===== config.mk =====
export PLATFORM = sky130hd
export DESIGN_NAME = sdram_burst_seq
export DESIGN_NICKNAME = d
export VERILOG_FILES = /design/src/rtl/sbs_pkg.sv /design/src/rtl/sbs_mode_reg.sv /design/src/rtl/sbs_beat_ctrl.sv /design/src/rtl/sbs_addr_gen.sv /design/src/rtl/sdram_burst_seq.sv
export SDC_FILE = /design/constraint.sdc
export NUM_CORES = 1
export LEC_CHECK = 0
export BUFFER_PORTS_ARGS = -buffer_cell sky130_fd_sc_hd__buf_4
export CORE_MARGIN = 3
export CORE_UTILIZATION = 50
export CTS_BUF_LIST = sky130_fd_sc_hd__clkbuf_8
export CTS_CLUSTER_SIZE = 30
export DETAILED_ROUTE_END_ITERATION = 8
export PLACE_DENSITY_LB_ADDON = 0.25
export SLEW_MARGIN = 25
export SYNTH_ARGS = -nofsm -noshare
export SYNTH_HDL_FRONTEND = slang
export SYNTH_SLANG_ARGS = --single-unit

===== constraint.sdc =====
create_clock -name clk -period 2.06 [get_ports clk]
set_clock_uncertainty 0.15 [all_clocks]
set_input_delay 0 -clock clk [delete_from_list [all_inputs] [get_ports clk]]
set_output_delay 0 -clock clk [all_outputs]
set_load 0.005 [all_outputs]

===== src/rtl/sbs_pkg.sv =====
// Shared types for the burst column sequencer.
// Assumes the mode word fields sit at fixed positions decoded by neighbours.
package sbs_pkg;

    // Length field codes
    typedef enum logic [2:0] {
        LEN_1    = 3'b000,
        LEN_2    = 3'b001,
        LEN_4    = 3'b010,
        LEN_8    = 3'b011,
        LEN_PAGE = 3'b111
    } len_code_e;

    // Low ten bits of the mode word; packed MSB first matches bit positions 9:0
    typedef struct packed {
        logic       wr_single;  // bit 9
        logic [1:0] op_field;   // bits 8:7
        logic [2:0] lat_field;  // bits 6:4
        logic       order_ilv;  // bit 3
        logic [2:0] len_field;  // bits 2:0
    } mode_t;

    localparam logic [9:0] MODE_RESET = 10'h020;

endpackage


===== src/rtl/sbs_mode_reg.sv =====
// Mode holding register and decoder.
// Holds the low ten bits of the mode word, decodes latency and legality.
// Assumes the caller only raises `accept` when no burst is running.
module sbs_mode_reg
    import sbs_pkg::*;
(
    input  logic        clk,
    input  logic        rst_n,
    input  logic        wr_en,
    input  logic        accept,
    input  logic [9:0]  word_in,
    output mode_t       mode_q,
    output logic        bad,
    output logic [1:0]  lat
);

    logic len_ok;
    logic lat_ok;

    // Capture a new mode word when permitted
    always_ff @(posedge clk) begin
        if (!rst_n) begin
            mode_q <= mode_t'(MODE_RESET);
        end else if (wr_en && accept) begin
            mode_q <= mode_t'(word_in);
        end
    end

    // Classify the length field
    always_comb begin
        case (mode_q.len_field)
            LEN_1, LEN_2, LEN_4, LEN_8, LEN_PAGE: len_ok = 1'b1;
            default:                              len_ok = 1'b0;
        endcase
    end

    // Decode read latency; reserved codes read as zero
    always_comb begin
        lat_ok = 1'b1;
        case (mode_q.lat_field)
            3'b010:  lat = 2'd2;
            3'b011:  lat = 2'd3;
            default: begin
                lat    = 2'd0;
                lat_ok = 1'b0;
            end
        endcase
    end

    // Combine all legality conditions
    always_comb begin
        bad = !len_ok || !lat_ok || (mode_q.op_field != 2'b00)
              || ((mode_q.len_field == LEN_PAGE) && mode_q.order_ilv);
    end

endmodule


===== src/rtl/sbs_beat_ctrl.sv =====
// Beat controller: tracks whether a burst runs, its start column,
// the beat index and the burst shape latched at launch.
// Assumes `launch` is already qualified by mode legality.
module sbs_beat_ctrl #(
    parameter int COL_W = 10
) (
    input  logic             clk,
    input  logic             rst_n,
    input  logic             launch,
    input  logic [COL_W-1:0] col_in,
    input  logic [COL_W-1:0] mask_in,
    input  logic             page_in,
    input  logic             ilv_in,
    input  logic             stop,
    output logic             active,
    output logic [COL_W-1:0] base_q,
    output logic [COL_W-1:0] idx_q,
    output logic [COL_W-1:0] mask_q,
    output logic             page_q,
    output logic             ilv_q,
    output logic             done_q
);

    logic last_beat;

    // Final beat of a bounded burst: index reached length minus one
    always_comb begin
        last_beat = !page_q && (idx_q == mask_q);
    end

    // Burst state: launch wins, then stop or natural end, else advance
    always_ff @(posedge clk) begin
        if (!rst_n) begin
            active <= 1'b0;
            base_q <= '0;
            idx_q  <= '0;
            mask_q <= '0;
            page_q <= 1'b0;
            ilv_q  <= 1'b0;
            done_q <= 1'b0;
        end else if (launch) begin
            active <= 1'b1;
            base_q <= col_in;
            idx_q  <= '0;
            mask_q <= mask_in;
            page_q <= page_in;
            ilv_q  <= ilv_in;
            done_q <= 1'b0;
        end else if (active && (stop || last_beat)) begin
            active <= 1'b0;
            done_q <= 1'b1;
        end else if (active) begin
            idx_q  <= idx_q + 1'b1;
            done_q <= 1'b0;
        end else begin
            done_q <= 1'b0;
        end
    end

endmodule


===== src/rtl/sbs_addr_gen.sv =====
// Column address generator: keeps bits outside the mask from the start
// column and reorders bits inside it, by addition or by XOR with the index.
// Assumes the mask is a contiguous run of low ones.
module sbs_addr_gen #(
    parameter int COL_W = 10
) (
    input  logic [COL_W-1:0] base,
    input  logic [COL_W-1:0] idx,
    input  logic [COL_W-1:0] mask,
    input  logic             ilv,
    output logic [COL_W-1:0] col
);

    logic [COL_W-1:0] sum;

    // Sequential candidate; carries out of the mask are discarded per bit
    always_comb begin
        sum = base + idx;
    end

    // Per-bit selection between start bit and reordered bit
    for (genvar b = 0; b < COL_W; b++) begin : g_bit
        always_comb begin
            if (!mask[b])
                col[b] = base[b];
            else if (ilv)
                col[b] = base[b] ^ idx[b];
            else
                col[b] = sum[b];
        end
    end

endmodule


===== src/rtl/sdram_burst_seq.sv =====
// Top of the burst column sequencer.
// Links the mode register, shape selection, beat control and address
// generation. Assumes COL_W >= 3 so that an 8-beat block fits in a row.
module sdram_burst_seq
    import sbs_pkg::*;
#(
    parameter int COL_W = 10
) (
    input  logic             clk,
    input  logic             rst_n,
    input  logic             mode_we,
    input  logic [12:0]      mode_word,
    input  logic             start,
    input  logic [COL_W-1:0] start_col,
    input  logic             is_write,
    input  logic             stop,
    output logic [COL_W-1:0] col_out,
    output logic             col_valid,
    output logic             burst_done,
    output logic [1:0]       cas_lat,
    output logic             mode_bad
);

    localparam logic [COL_W-1:0] ALL_ONES = {COL_W{1'b1}};

    mode_t            mode_bits;
    logic             launch;
    logic             mode_accept;
    logic             one_beat;
    logic [COL_W-1:0] mask_sel;
    logic             page_sel;
    logic [COL_W-1:0] base_q;
    logic [COL_W-1:0] idx_q;
    logic [COL_W-1:0] mask_q;
    logic             page_q;
    logic             ilv_q;
    logic             unused_hi;

    assign unused_hi = ^mode_word[12:10];

    // Qualify launch and mode writes
    always_comb begin
        launch      = start && !mode_bad;
        mode_accept = !col_valid && !start;
    end

    sbs_mode_reg u_mode (
        .clk     (clk),
        .rst_n   (rst_n),
        .wr_en   (mode_we),
        .accept  (mode_accept),
        .word_in (mode_word[9:0]),
        .mode_q  (mode_bits),
        .bad     (mode_bad),
        .lat     (cas_lat)
    );

    // Pick the burst shape for the launch in this cycle
    always_comb begin
        one_beat = mode_bits.wr_single && is_write;
        page_sel = 1'b0;
        case (mode_bits.len_field)
            LEN_2:    mask_sel = COL_W'(1);
            LEN_4:    mask_sel = COL_W'(3);
            LEN_8:    mask_sel = COL_W'(7);
            LEN_PAGE: begin
                mask_sel = ALL_ONES;
                page_sel = 1'b1;
            end
            default:  mask_sel = '0;
        endcase
        if (one_beat) begin
            mask_sel = '0;
            page_sel = 1'b0;
        end
    end

    sbs_beat_ctrl #(.COL_W(COL_W)) u_ctrl (
        .clk     (clk),
        .rst_n   (rst_n),
        .launch  (launch),
        .col_in  (start_col),
        .mask_in (mask_sel),
        .page_in (page_sel),
        .ilv_in  (mode_bits.order_ilv),
        .stop    (stop),
        .active  (col_valid),
        .base_q  (base_q),
        .idx_q   (idx_q),
        .mask_q  (mask_q),
        .page_q  (page_q),
        .ilv_q   (ilv_q),
        .done_q  (burst_done)
    );

    sbs_addr_gen #(.COL_W(COL_W)) u_addr (
        .base (base_q),
        .idx  (idx_q),
        .mask (mask_q),
        .ilv  (ilv_q),
        .col  (col_out)
    );

endmodule


==> metrics.cfg, run 1 <==
[floorplan]
fp.dieArea_mm2 = 0.00514
boundaryPins = 44
core-area_mm2 = 0.00409
initial_core_util_pct = 52.8
die_width_um = 71.7
fp-row-count = 23
die_y_um = 71.7

[sta]
setup_tns_ns = -2.15
final-hold-violation-count = 0
max_freq_mhz = 424
slew_viol_final = 0
whs_ns = 0.0867
worst_slew_pin_slew_ns = 0.573
setup_ws_ns = -0.297
setup_viol = 15
fin_crit_ns = 2.36
slew_headroom_pct = 61.7
rsz0062_at_grt = true
finalCritPeriodShare_pct = 114

[power_and_ir_drop]
switching_power_mw = 0.428
p_seq_share_pct = 49.1
swShare_pct = 26.5
powerDensity_mw_per_mm2 = 485
power.share.clock_pct = 29.2
internal_power_mw = 1.19
leakagePower_nw = 1.38
vdd_drop_max_mv = 0.336
pwr-share-comb_pct = 21.7

[clock_network]
root_buffer = clkbuf_8
cts.sinks = 38
numCtsBuffers = 5
clkLatencyLatePin_ns = 0.28
clk_path_buf_depth = 2
cts_tree = done
clk_pin_slew_worst_paths_ns = 0.07
htree_levels = 2

[cells_and_area]
finalNetCount = 402
drive_above_1_share_pct = 30.9
nFillCells = 254
final_cell_mix = 59 x buf_4, 55 x nand2_1, 33 x dlygate4sd3_1
layout_commonest_cell = buf_4
final_area_mm2 = 0.00333
area_delta_synth_final_pct = 54.2
num_antenna_cells = 0

[logic_synthesis]
yosysUniqueCellTypes = 42
syn_area_mm2 = 0.00216
synth.area.top_cells = dfxtp_1 35%, nand2_1 9.9%, a21boi_1 8.0%, xnor2_1 6.1%, ha_1 5.8%
yosys_warnings = 0
yosysTopAreaCell = dfxtp_1
synthesis.nets = 307
synth.top_cell.area_share_pct = 35.2
syn_inst = 267
syn_area_per_cell_um2 = 8.09
ys_seq_area_share_pct = 35.2
ys_ff_latch = 38

[route]
wl_per_cell_um = 15.5
wl_um = 6380
drc_errors = 0
ant_nets = 0
viasPerCell = 5.49
vias = 2260
dr.first_iter.drc_count = 90
drt_pre_antenna_iters = 4

[placed_design]
postPlaceCellArea_mm2 = 0.00267
gp_congestion = 0.825
dp_hpwl_um = 3680
port_buffers = 40

[hold_path]
hp-class = primary input to register

[setup_path]
endpoint_kind = output pin
required_ns = 1.91
arrival_ns = 2.21
ff2ff_setup_slack_ns = -0.18
start_kind = register
criticalPathCategory = register to output pin
timing.critical_path.fanout_max = 2

[global_routing]
antenna_found_initial = 0
grt_max_degree = 30
grt_use_total_pct = 25.6
grt_remaining_overflow = 0
grt_pass1_wl_um = 10400
grt_pass1_vias = 2360

[status]
failed_checks = negative setup slack
status = complete, but fails checks

[flow_run]
max-cap-violations = 0

[per-layer routing]
metal | track usage [%] | part of all wire (%) | up-vias | routed length [µm]
met2 | 49.0 | 56 | 54 | 3590
met4 | 10.6 | 1.9 | 0 | 124
met3 | 5.61 | 3.4 | 12 | 216
met5 | 0 | 0 | - | 0
li1 | - | - | 1110 | -
met1 | 26.5 | 38 | 1084 | 2450
[cell usage after synthesis, drive strengths merged]
master and instances:
buf 1, a21o 3, a21oi 18, nor4 2, nand2b 2, and3 1, o2111a 1, o2111ai 1
o211ai 2, nor3 6, or4b 1, nor2 23, mux2i 2, or4 1, a31oi 1, a2111oi 1
nand4 3, o41a 1, and2 6, ha 10, o21bai 1, o21ai 5, nand3 5, o221ai 1
a211oi 1, nand3b 3, o41ai 1, fa 1, nand2 57, inv 4, xnor2 15, and4 1
nor2b 6, xor2 3, mux2 2, dfxtp 38, or3 3, a21boi 23, clkbuf 11
[per-stage QoR]
stage	setup WS (ns)	utilization [%]	cells	total power, mW
after floorplan	-0.117	-	267	0.931
after global placement	-0.135	65.4	371	1.07
after detailed placement	-0.183	65.4	371	1.07
after CTS	-0.298	78.7	412	1.59
after global routing	-0.383	81.5	412	1.69
final	-0.297	81.5	412	1.61
[sequential cells by signal (all words and copies together), names as in the netlist]
register       cells
u_ctrl.page_q      1
u_ctrl.idx_q      10
u_ctrl.base_q     10
u_ctrl.ilv_q       1
u_ctrl.active      1
u_ctrl.mask_q      4
u_mode.mode_q     10
u_ctrl.done_q      1
[layout make-up]
type / instances / area, µm² / share of cell area, %
multi-input cells: 213 / 1530 / 45.9
repair buffers: 100 / 872 / 26.2
well taps: 50 / 62.6 / 1.88
inverters: 4 / 15.0 / 0.451
clock inverters: 2 / 7.51 / 0.225
flip-flops and latches: 38 / 776 / 23.3
clock buffers: 5 / 68.8 / 2.07
[cells by family (layout without fill, tap and decap cells)]
group / Yosys count / count (layout) / share of synthesized area (%)
adders and majority gates: 11 / 11 / 6.72
AOI/OAI and AO/OA: 60 / 60 / 19.6
DFF: 38 / 38 / 35.2
and+or+nand+nor: 120 / 120 / 25.5
xor gates and xnor gates: 18 / 18 / 7.30
muxes: 4 / 4 / 2.14
buffers and inverters: 16 / 111 / 3.53
[power groups by stage]
stage / clock network, mW / logic [mW] / registers, mW
3_5_place_dp: 0 / 0.270 / 0.803
3_3_place_gp: 0 / 0.265 / 0.802
2_1_floorplan: 0 / 0.134 / 0.797
5_1_grt: 0.511 / 0.381 / 0.796
6_report: 0.472 / 0.350 / 0.793
4_1_cts: 0.477 / 0.327 / 0.789
[critical path, cell delays in order, from the launching register on]
cell and delay (ns):
dfxtp_2 0.34, ha_4 0.16, fa_2 0.36, a21o_1 0.17, a21o_1 0.18, a31oi_4 0.19
a2111oi_4 0.10, xnor2_1 0.15, a21oi_1 0.14, buf_4 0.13
[path summary, 6_finish.rpt]
kind                                                    start                       endpoint  cells after the start
worst max register to register   u_ctrl.idx_q[7]$_SDFFE_PP0P_   u_ctrl.idx_q[3]$_SDFFE_PP0P_                      6
worst min register to register  u_ctrl.base_q[8]$_SDFFE_PN0P_  u_ctrl.base_q[8]$_SDFFE_PN0P_                      2
worst min-delay path                                    start  u_ctrl.mask_q[0]$_SDFFE_PN0P_                      4
worst max-delay path             u_ctrl.idx_q[0]$_SDFFE_PP0P_                     col_out[8]                      9
[what timing repair did]
item                                   in CTS  in global routing
buffers inserted                            1                  0
hold buffers                               33                  0
gates resized for setup                    26                 23
endpoints found under the hold margin      28                  0
pin swaps                                  22                 22
gates cloned                                0                  0
setup endpoints to repair                  17                 20
No activity file was read; power rests on OpenSTA's default activity.
==> inputs of run 2 (changes only) <==
--- a/config.mk
+++ b/config.mk
@@ -11,6 +11,7 @@
 export CTS_BUF_LIST = sky130_fd_sc_hd__clkbuf_8
 export CTS_CLUSTER_SIZE = 30
 export DETAILED_ROUTE_END_ITERATION = 8
+export MAX_ROUTING_LAYER = met4
 export PLACE_DENSITY_LB_ADDON = 0.25
 export SLEW_MARGIN = 25
 export SYNTH_ARGS = -nofsm -noshare
==> constraint.sdc (replaced) <==
create_clock -name clk -period 2.9 [get_ports clk]
set_clock_uncertainty 0.15 [all_clocks]
set_input_delay 0 -clock clk [delete_from_list [all_inputs] [get_ports clk]]
set_output_delay 0 -clock clk [all_outputs]
set_load 0.005 [all_outputs]
==> run 2 against run 1 <==
The flow now finishes without violations; via count fell by 4.6%; worst hold slack got worse by 0.0097 ns; utilization fell by 7.6 points; clock power fell by 21%; sequential cell count did not move; worst setup slack improved by 0.49 ns; critical path depth did not move; die area did not move; global-route usage fell by 1.9 points; first-iteration DRC count rose by 16%; power fell by 29%; sequential share of layout area rose by 1.9 points; critical path type unchanged; largest cell class unchanged; largest power group unchanged.
==> metrics.cfg, run 2 (synthesized netlist as in run 1, its figures left out) <==
[status]
status = finished clean

[sta]
fin_crit_ns = 2.70
slew_headroom_pct = 63.2
whs_ns = 0.0770
setup_ws_ns = 0.195
finalCritPeriodShare_pct = 93.3
worst_slew_pin_slew_ns = 0.539
rsz0062_at_grt = false
setup_tns_ns = 0
max_freq_mhz = 370
setup_viol = 0
final-hold-violation-count = 0
slew_viol_final = 0

[placed_design]
dp.cells = 347
dp_slack_ns = 0.428
gp_congestion = 0.816
port_buffers = 40
dp_hpwl_um = 3440
postPlaceCellArea_mm2 = 0.00248

[power_and_ir_drop]
leakagePower_nw = 1.31
vdd_drop_max_mv = 0.229
finalPower_mw = 1.15
powerDensity_mw_per_mm2 = 381

[cells_and_area]
final_util_pct = 73.9
drive_above_1_share_pct = 15.1
layout_commonest_cell = nand2_1
final_cell_mix = 57 x nand2_1, 45 x dlygate4sd3_1, 42 x buf_4
num_antenna_cells = 0
final_area_mm2 = 0.00302
area_delta_synth_final_pct = 39.7
finalNetCount = 389
reg.largest.list = u_ctrl.base_q (10), u_ctrl.idx_q (10), u_mode.mode_q (10)
instances_no_fill = 400

[setup_path]
timing.critical_path.fanout_max = 5
crit_top_cell = a21o_1
slowest_stage = fa_1
arrival_ns = 2.55
start_kind = register
cp_top_family = compound AO/OA/AOI/OAI gates
required_ns = 2.75
slowest_delay_ns = 0.40
reg2reg_from = u_mode.mode_q[6]$_SDFFE_PN0P_
endpoint_kind = output pin
startpoint = u_ctrl.idx_q[0]$_SDFFE_PP0P_
path_cells = ha_1 > fa_1 > a21o_1 > a21o_1 > a31oi_1 > a2111oi_0 > xnor2_1 > a21oi_1 > buf_4
criticalPathCategory = register to output pin
cp_num_buf_inv = 1

[floorplan]
die_y_um = 71.7
core-area_mm2 = 0.00409
fp-row-count = 23
fp.dieArea_mm2 = 0.00514
die_width_um = 71.7
initial_core_util_pct = 52.8
boundaryPins = 44

[global_routing]
grt_pass1_vias = 2161
grt_max_degree = 30
grt_pass1_wl_um = 9370
grt_use_total_pct = 23.7
antenna_found_initial = 0
grt_remaining_overflow = 0

[clock_network]
cts-resized-gates = 0
cts.sinks = 38
cts_tree = done
root_buffer = clkbuf_8
numCtsBuffers = 5
clk_path_buf_depth = 2
htree_levels = 2
clk_pin_slew_worst_paths_ns = 0.07
clkLatencyLatePin_ns = 0.29
cts_setup_buffers = 0

[route]
drc_errors = 0
met1_length_um = 2210
wl_per_cell_um = 13.6
wl_met3_um = 246
wl_met2_um = 2850
drt_pre_antenna_iters = 4
dr.max_layer_used = met4
dr.first_iter.drc_count = 104
viasPerCell = 5.39
vias = 2156
ant_nets = 0
wl_um = 5430

[hold_path]
hp-class = primary input to register
hp-start = start

[flow_run]
max-cap-violations = 0

## run 2: changes by cell type in the layout (fill, tap and decap cells not counted), sizes merged
cell | before | now
buf | 67 | 42
inv | 6 | 5
clkinv | 0 | 1
clkbuf | 5 | 6
dlygate4sd3 | 33 | 45
## run 2: path summary, 6_finish.rpt
| path | endpoint | slack [ns] | cells after the start |
|---|---|---|---|
| setup / recovery | col_out[8] | 0.20 | 9 |
| hold / removal | u_ctrl.active$_SDFFE_PN0P_ | 0.08 | 4 |
| setup reg to reg | u_ctrl.mask_q[1]$_SDFFE_PN0P_ | 0.29 | 6 |
| hold reg to reg | u_ctrl.ilv_q$_SDFFE_PN0P_ | 0.32 | 2 |
## run 2: what timing repair did
item / in CTS / in global routing
hold buffers: 45 / 0
endpoints found under the setup margin: 0 / 0
endpoints found under the hold margin: 28 / 0
## run 2: layer usage
metal | track usage [%] | vias to the layer above
met5 | - | -
met3 | 4.49 | 13
met4 | 8.98 | 0
met1 | 25.4 | 1002
li1 | - | 1083
met2 | 42.9 | 58
## run 2: report_power, final
part           internal [mW]  switching (mW)  leakage [nW]
registers              0.542          0.0187         0.309
logic                  0.125          0.0919         0.948
clock network          0.188           0.183        0.0524
total                  0.855           0.294          1.31
## run 2: cell type report
cell class,count,area [µm²]
well taps,50,62.6
clock buffers,6,82.6
inverters,4,15.0
repair buffers,87,766
multi-input cells,213,1320
clock inverters,2,8.76
fillers,314,1070
flip-flops and latches,38,761
## run 2: worst min-delay path, cell delays in order
cell	delay, ns
buf_4	0.09
nand2_1	0.04
buf_4	0.20
a21boi_1	0.14
==> inputs of run 3 (changes only) <==
--- a/config.mk
+++ b/config.mk
@@ -12,7 +12,7 @@
 export CTS_CLUSTER_SIZE = 30
 export DETAILED_ROUTE_END_ITERATION = 8
 export MAX_ROUTING_LAYER = met4
-export PLACE_DENSITY_LB_ADDON = 0.25
+export PLACE_DENSITY = 0.84
 export SLEW_MARGIN = 25
 export SYNTH_ARGS = -nofsm -noshare
 export SYNTH_HDL_FRONTEND = slang
==> run 3 against run 2 <==
Critical path depth decreased by 3; final area did not move; final cell count unchanged; clock power decreased by 1%; utilization unchanged; first-iteration DRC count shrank 6.7%; clock-buffer cell count did not move; largest power group unchanged; highest routed layer unchanged.
==> metrics.cfg, run 3 (synthesized netlist as in run 1, its figures left out) <==
[sta]
slew_headroom_pct = 63.3
setup_ws_ns = 0.269
worst_slew_pin_slew_ns = 0.548
fin_crit_ns = 2.63
finalCritPeriodShare_pct = 90.7
setup_viol = 0
setup_tns_ns = 0
final-hold-violation-count = 0
rsz0062_at_grt = false
slew_viol_final = 0
max_freq_mhz = 380

[route]
wl_per_cell_um = 13.2
drc_errors = 0
vias = 2109
dr.first_iter.drc_count = 97
drt_pre_antenna_iters = 4
viasPerCell = 5.27
wl_um = 5280
ant_nets = 0

[setup_path]
crit-reg2reg-capture = u_ctrl.mask_q[0]$_SDFFE_PN0P_
timing.critical_path.fanout_max = 13
cp_num_buf_inv = 1
startpoint = u_mode.mode_q[6]$_SDFFE_PN0P_
start_kind = register
slowest_delay_ns = 0.55
r2r_cells = 6
ff2ff_setup_slack_ns = 0.27
path_cells = or4b_1 > a21oi_1 > and2_1 > o211ai_1 > a21boi_1 > dlygate4sd3_1
slowest_stage = dlygate4sd3_1
worst-path-stages = 6
reg2reg_from = u_mode.mode_q[6]$_SDFFE_PN0P_
arrival_ns = 2.72
cp-endpoint = u_ctrl.mask_q[0]$_SDFFE_PN0P_
criticalPathCategory = register to register
required_ns = 2.99
endpoint_kind = register
cp_top_family = simple AND/OR/NAND/NOR gates

[power_and_ir_drop]
powerDensity_mw_per_mm2 = 380
internal_power_mw = 0.855
pwr-share-comb_pct = 19.0
p_seq_share_pct = 48.9
switching_power_mw = 0.291
swShare_pct = 25.4
leakagePower_nw = 1.31
vdd_drop_max_mv = 0.323
power.share.clock_pct = 32.1

[global_routing]
grt_remaining_overflow = 0
grt_use_total_pct = 22.5
grt_max_degree = 30
antenna_found_initial = 0
grt_pass1_wl_um = 8860
grt_pass1_vias = 2017

[floorplan]
fp.dieArea_mm2 = 0.00514
die_y_um = 71.7
die_width_um = 71.7
initial_core_util_pct = 52.8
fp-row-count = 23
boundaryPins = 44
core-area_mm2 = 0.00409

[clock_network]
clk_pin_slew_worst_paths_ns = 0.07
htree_levels = 2
numCtsBuffers = 5
clk_path_buf_depth = 2
cts.sinks = 38
clkLatencyLatePin_ns = 0.29
cts_tree = done
root_buffer = clkbuf_8

[cells_and_area]
finalNetCount = 389
reg.largest.list = u_ctrl.base_q (10), u_ctrl.idx_q (10), u_mode.mode_q (10)
drive_above_1_share_pct = 15.1
area_delta_synth_final_pct = 39.7
layout_commonest_cell = nand2_1
final_cell_mix = 57 x nand2_1, 45 x dlygate4sd3_1, 42 x buf_4
num_antenna_cells = 0
final_util_pct = 73.9

[flow_run]
max-cap-violations = 0

[placed_design]
dp_slack_ns = 0.434
port_buffers = 40
dp_hpwl_um = 3360
gp_congestion = 0.885

[status]
status = finished clean

[hold_path]
whs_path_depth = 3
hp-class = primary input to register

-- run 3: cell counts in the layout (fill, tap and decap cells not counted) --
Identical to the previous run, type by type.
-- run 3: worst min-delay path by stage --
stage                 start                            end  slack [ns]
2_1_floorplan  mode_word[5]  u_mode.mode_q[5]$_SDFFE_PN1P_       -0.03
3_3_place_gp   mode_word[5]  u_mode.mode_q[5]$_SDFFE_PN1P_        0.06
3_5_place_dp   mode_word[5]  u_mode.mode_q[5]$_SDFFE_PN1P_        0.07
4_1_cts               start     u_ctrl.active$_SDFFE_PN0P_        0.05
5_1_grt               start     u_ctrl.active$_SDFFE_PN0P_        0.09
6_report              start     u_ctrl.active$_SDFFE_PN0P_        0.05
-- run 3: what timing repair did --
item,in CTS,in global routing
buffers inserted,0,0
hold endpoints to repair,28,0
hold buffers,45,0
resized for setup,0,0
-- run 3: layer usage --
| metal | share of wire [%] | global-route usage (%) | wire length (µm) | vias up |
|---|---|---|---|---|
| li1 | - | - | - | 1084 |
| met1 | 43 | 25.3 | 2260 | 951 |
| met2 | 50 | 39.1 | 2660 | 60 |
| met3 | 4.3 | 4.63 | 225 | 14 |
| met4 | 2.5 | 8.56 | 131 | 0 |
| met5 | 0 | - | 0 | - |
-- run 3: final cells by class --
cell class	instances	area, µm²
flip-flops and latches	38	761
repair buffers	87	766
clock inverters	2	8.76
inverters	4	15.0
multi-input cells	213	1320
fillers	308	1070
well taps	50	62.6
clock buffers	6	82.6
-- run 3: worst register-to-register path, delay by kind of cell (launching register included) --
kind / cells / cell delay [ns]
DFF: 1 / 0.32
AOI/OAI and AO/OA: 3 / 0.56
buffers and inverters: 1 / 0.55
and+or+nand+nor: 2 / 0.99
-- run 3: power by group through the flow --
stage	clock network, mW	registers [mW]	logic (mW)
3_3_place_gp	0	0.572	0.159
5_1_grt	0.399	0.563	0.240
2_1_floorplan	0	0.566	0.0950
6_report	0.368	0.560	0.217
4_1_cts	0.372	0.560	0.213
3_5_place_dp	0	0.572	0.163
-- run 3: through the flow --
stage / power (mW) / hold slack, ns / std cells / area (µm²)
floorplan: 0.661 / -0.0258 / 267 / 2160
global placement: 0.731 / 0.0590 / 347 / 2480
detailed placement: 0.736 / 0.0693 / 347 / 2480
CTS: 1.15 / 0.0468 / 400 / 3020
global route: 1.20 / 0.0912 / 400 / 3020
finish: 1.15 / 0.0516 / 400 / 3020
